### config.mk
export PLATFORM = sky130hd
export DESIGN_NAME = xcvr_pwr_ctl
export DESIGN_NICKNAME = d
export VERILOG_FILES = /design/src/rtl/xcvr_pwr_ctl.sv
export SDC_FILE = /design/constraint.sdc
export NUM_CORES = 1
export LEC_CHECK = 0
export BUFFER_PORTS_ARGS = -buffer_cell sky130_fd_sc_hd__buf_4
export CORE_MARGIN = 3
export CORE_UTILIZATION = 52
export DETAILED_ROUTE_END_ITERATION = 6
export PLACE_DENSITY = 0.76
export SYNTH_ARGS = -nofsm -noshare
export SYNTH_HDL_FRONTEND = slang
export SYNTH_SLANG_ARGS = --single-unit
### constraint.sdc
create_clock -name clk -period 1.75 [get_ports clk]
set_input_delay 0.175 -clock clk [delete_from_list [all_inputs] [get_ports clk]]
set_output_delay 0.175 -clock clk [all_outputs]
set_load 0.01 [all_outputs]
### src/rtl/xcvr_pwr_ctl.sv
`timescale 1ns/1ps
module xcvr_pwr_ctl #(
  parameter int N_TX       = 3,
  parameter int N_RX       = 5,
  parameter int IDLE_TICKS = 3000000,
  parameter int WAKE_TICKS = 10
) (
  input  logic            clk,
  input  logic            rst,
  input  logic            tick,
  input  logic [N_TX-1:0] tx_in,
  input  logic [N_RX-1:0] rx_in,
  input  logic            force_off_n,
  input  logic            force_on,
  output logic            pump_en,
  output logic            tx_oe,
  output logic            rx_oe,
  output logic            mon_oe,
  output logic            pwr_ready
);
  localparam int NIN = N_TX + N_RX;
  localparam int IW  = $clog2(IDLE_TICKS + 1);
  localparam int WW  = $clog2(WAKE_TICKS + 1);

  logic [NIN-1:0] d1, d2, d3;
  logic [1:0]     off_sy, on_sy;
  logic           timed_out, ready;
  logic [IW-1:0]  idle_cnt;
  logic [WW-1:0]  wake_cnt;

  always_ff @(posedge clk) begin
    if (rst) begin
      d1     <= '0;
      d2     <= '0;
      d3     <= '0;
      off_sy <= 2'b11;
      on_sy  <= 2'b00;
    end else begin
      d1     <= {tx_in, rx_in};
      d2     <= d1;
      d3     <= d2;
      off_sy <= {off_sy[0], force_off_n};
      on_sy  <= {on_sy[0], force_on};
    end
  end

  wire activity = |(d2 ^ d3);
  wire off_ok   = off_sy[1];
  wire on_req   = on_sy[1];

  always_ff @(posedge clk) begin
    if (rst) begin
      timed_out <= 1'b0;
      idle_cnt  <= '0;
    end else if (!off_ok) begin
      timed_out <= 1'b1;
      idle_cnt  <= '0;
    end else if (on_req || activity) begin
      timed_out <= 1'b0;
      idle_cnt  <= '0;
    end else if (tick && !timed_out) begin
      if (idle_cnt == IW'(IDLE_TICKS - 1)) begin
        timed_out <= 1'b1;
        idle_cnt  <= '0;
      end else begin
        idle_cnt <= idle_cnt + 1'b1;
      end
    end
  end

  always_ff @(posedge clk) begin
    if (rst) begin
      ready    <= 1'b1;
      wake_cnt <= '0;
    end else if (!pump_en) begin
      ready    <= 1'b0;
      wake_cnt <= '0;
    end else if (!ready && tick) begin
      if (wake_cnt == WW'(WAKE_TICKS - 1)) ready <= 1'b1;
      else wake_cnt <= wake_cnt + 1'b1;
    end
  end

  assign pump_en   = off_ok & ~timed_out;
  assign rx_oe     = off_ok;
  assign tx_oe     = pump_en & ready;
  assign pwr_ready = tx_oe;
  assign mon_oe    = 1'b1;
endmodule

==> impl_metrics.env <==
export IMPL_finalCoreUtilization_pct=62.8
export IMPL_seq_area_mm2=0.00112
export IMPL_ys_seq_elements=56
export IMPL_hp_class="in2reg"
export IMPL_synth_top_cells_by_area="dfxtp_1 51%, xor2_1 9.5%, nor2b_1 8.5%, nor2_1 4.8%, xnor2_1 2.4%"
export IMPL_worst_path_max_fanout=4
export IMPL_finalHoldViolCount=0
export IMPL_cts_tree="yes"
export IMPL_grt_pass1_wl_um=5800
export IMPL_via_per_inst=5.03
export IMPL_ys_seq_area_share_pct=50.7
export IMPL_htree_num_levels=2
export IMPL_status="finished, final reports clean"
export IMPL_synth_warnings=0
export IMPL_min_to="off_sy[0]"
export IMPL_gp_congestion=0.852
export IMPL_die_area_mm2=0.00507
export IMPL_p_leak_nw=0.995
export IMPL_ioPinCount=18
export IMPL_synth_most_common_cell="dfxtp_1"
export IMPL_num_fill_cells=349
export IMPL_antenna_found_initial=0
export IMPL_chipWidth_um=71.2
export IMPL_synth_cell_types=37
export IMPL_clock_skew_final_ns=0.00562
export IMPL_worstPathRequired_ns=1.99
export IMPL_finalSetupViolations=0
export IMPL_yosys_most_used_dff="dfxtp_1"
export IMPL_reg2reg_slack_ns=0.1
export IMPL_critPathArrivalTime_ns=1.89
export IMPL_vdd_drop_max_mv=0.575
export IMPL_dp_hpwl_um=2400
export IMPL_power_mw=2.16
export IMPL_coreArea_mm2=0.00406
export IMPL_overflow=0
export IMPL_netlist_area_leader_share_pct=50.7
export IMPL_diodes=0
export IMPL_numCtsBuffers=5
export IMPL_grt_max_degree=33
export IMPL_drive_gt1_share_pct=18.3
export IMPL_reg2reg_depth=7
export IMPL_insertion_delay_ns=0.32
export IMPL_synthTopCellsByCount="56 x dfxtp_1, 30 x nor2b_1, 28 x nor2_1, 24 x xor2_1, 12 x nand2_1"
export IMPL_fp_row_count=23
export IMPL_finalWirelength_um=3480
export IMPL_num_vias=1514
export IMPL_postLayoutCellArea_mm2=0.00255
export IMPL_hold_start="force_off_n"
export IMPL_drt_iter0_drc=93
export IMPL_synth_edf_count=0
export IMPL_wl_per_cell_um=11.6
export IMPL_synthCells=221
export IMPL_postSynthAreaPerCell_um2=10.0
export IMPL_min_period_over_period_pct=94.3
export IMPL_area_growth_pct=15.4
export IMPL_drv_slew=0
export IMPL_initial_utilization_pct=54.5
export IMPL_clock_sinks=56
export IMPL_path_class="reg2reg"
export IMPL_grt_pass1_vias=1364
export IMPL_drc=0
export IMPL_reg2reg_to="wake_cnt[1]"
export IMPL_fmaxAchievable_mhz=606
export IMPL_synth_nets=237
export IMPL_track_usage_pct=14.7
export IMPL_r2r_start="wake_cnt[1]"
export IMPL_drv_cap=0
export IMPL_die_h_um=71.2
export IMPL_clk_pin_slew_ns=0.09
export IMPL_multi_input_area_mm2=0.00104
export IMPL_netlist_area_mm2=0.00221
export IMPL_ys_async_sr_fraction_pct=0
export IMPL_start_kind="flop"
export IMPL_cp_end_kind="flop"
export IMPL_antenna_left=0
export IMPL_drtPass1Iterations=4
export IMPL_cts_root_buf="clkbuf_8"
export IMPL_finalNetCount=266
export IMPL_yosys_area_top_type="dfxtp_1"
export IMPL_fin_crit_ns=1.65
export IMPL_port_buffers=16
export IMPL_hold_depth=2
export IMPL_placed_cell_area_mm2=0.00243
export IMPL_cts_path_max_buffers=2
export IMPL_power_density_mw_per_mm2=846
power by group:
| group | internal (mW) | switching (mW) |
|---|---|---|
| clock | 0.285 | 0.414 |
| sequential | 1.31 | 0.0139 |
| combinational | 0.0741 | 0.0651 |
logic make-up (layout without fill, tap and decap cells):
group,Yosys count,after routing,share of synthesized area [%]
DFF,56,56,50.7
buffers and inverters,9,39,2.55
AOI/OAI and AO/OA,8,8,2.21
and+or+nand+nor,114,114,30.7
adders and majority gates,3,3,1.70
other,1,1,0.170
xor gates and xnor gates,30,30,11.9
metal layers:
metal	part of all wire [%]	wire length, um	up-vias	track usage, %
li1	-	-	785	-
met1	49	1700	698	18.1
met3	4.2	145	6	6.82
met2	46	1610	25	22.4
met5	0	0	-	0
met4	0.72	25	0	5.64
cell type report:
cell class | instances | area share, %
clock buffer | 6 | 2.85
clock inverter | 2 | 0.638
inverter | 2 | 0.294
multi-input combinational | 156 | 40.7
sequential | 56 | 44.1
tap | 50 | 2.45
timing repair buffer | 29 | 9.03
sequential cells by signal, indices dropped and copies added, names as in the netlist:
signal and cells:
on_sy 2, ready 1, wake_cnt 4, idle_cnt 22
off_sy 2, d3 8, timed_out 1, d1 8
d2 8
metrics by stage:
step	instances	hold WS [ns]	TNS, ns	setup WS, ns
final	301	0.0369	0	0.0990
after global routing	301	0.0228	-0.0276	-0.0276
after CTS	298	0.0213	0	0.0129
after detailed placement	290	0.362	0	0.0379
after global placement	290	0.363	0	0.138
after floorplan	221	0.279	0	0.119
worst max path at each step:
stage / start / endpoint / depth (start not counted)
finish: wake_cnt[1] / wake_cnt[1] / 7
global route: idle_cnt[0] / idle_cnt[14] / 6
CTS: idle_cnt[0] / idle_cnt[14] / 6
detailed placement: idle_cnt[0] / idle_cnt[14] / 6
global placement: idle_cnt[0] / idle_cnt[14] / 6
floorplan: idle_cnt[0] / idle_cnt[14] / 6
repair_timing:
| action | CTS | global route |
|---|---|---|
| endpoints found under the setup margin | 0 | 1 |
| gates resized for setup | 0 | 3 |
| setup buffers | 0 | 3 |
| hold buffers | 0 | 0 |
cell usage in the layout, fill, tap and decap left out, types with 3 or more instances in the layout:
cell type / count
a21oi_1: 4
buf_4: 28
clkbuf_8: 5
dfxtp_1: 54
ha_1: 3
nand2_1: 12
nand3_1: 9
nand4_1: 7
nor2_1: 28
nor2b_1: 30
nor3_1: 3
xnor2_1: 6
xor2_1: 24
critical path: stages (launching register included):
cell,delay [ns]
dfxtp_1,0.38
inv_1,0.06
ha_1,0.17
and3b_1,0.18
nor3b_1,0.35
buf_4,0.20
nor2_1,0.04
a211oi_1,0.19
No activity file was read; power rests on OpenSTA's default activity.
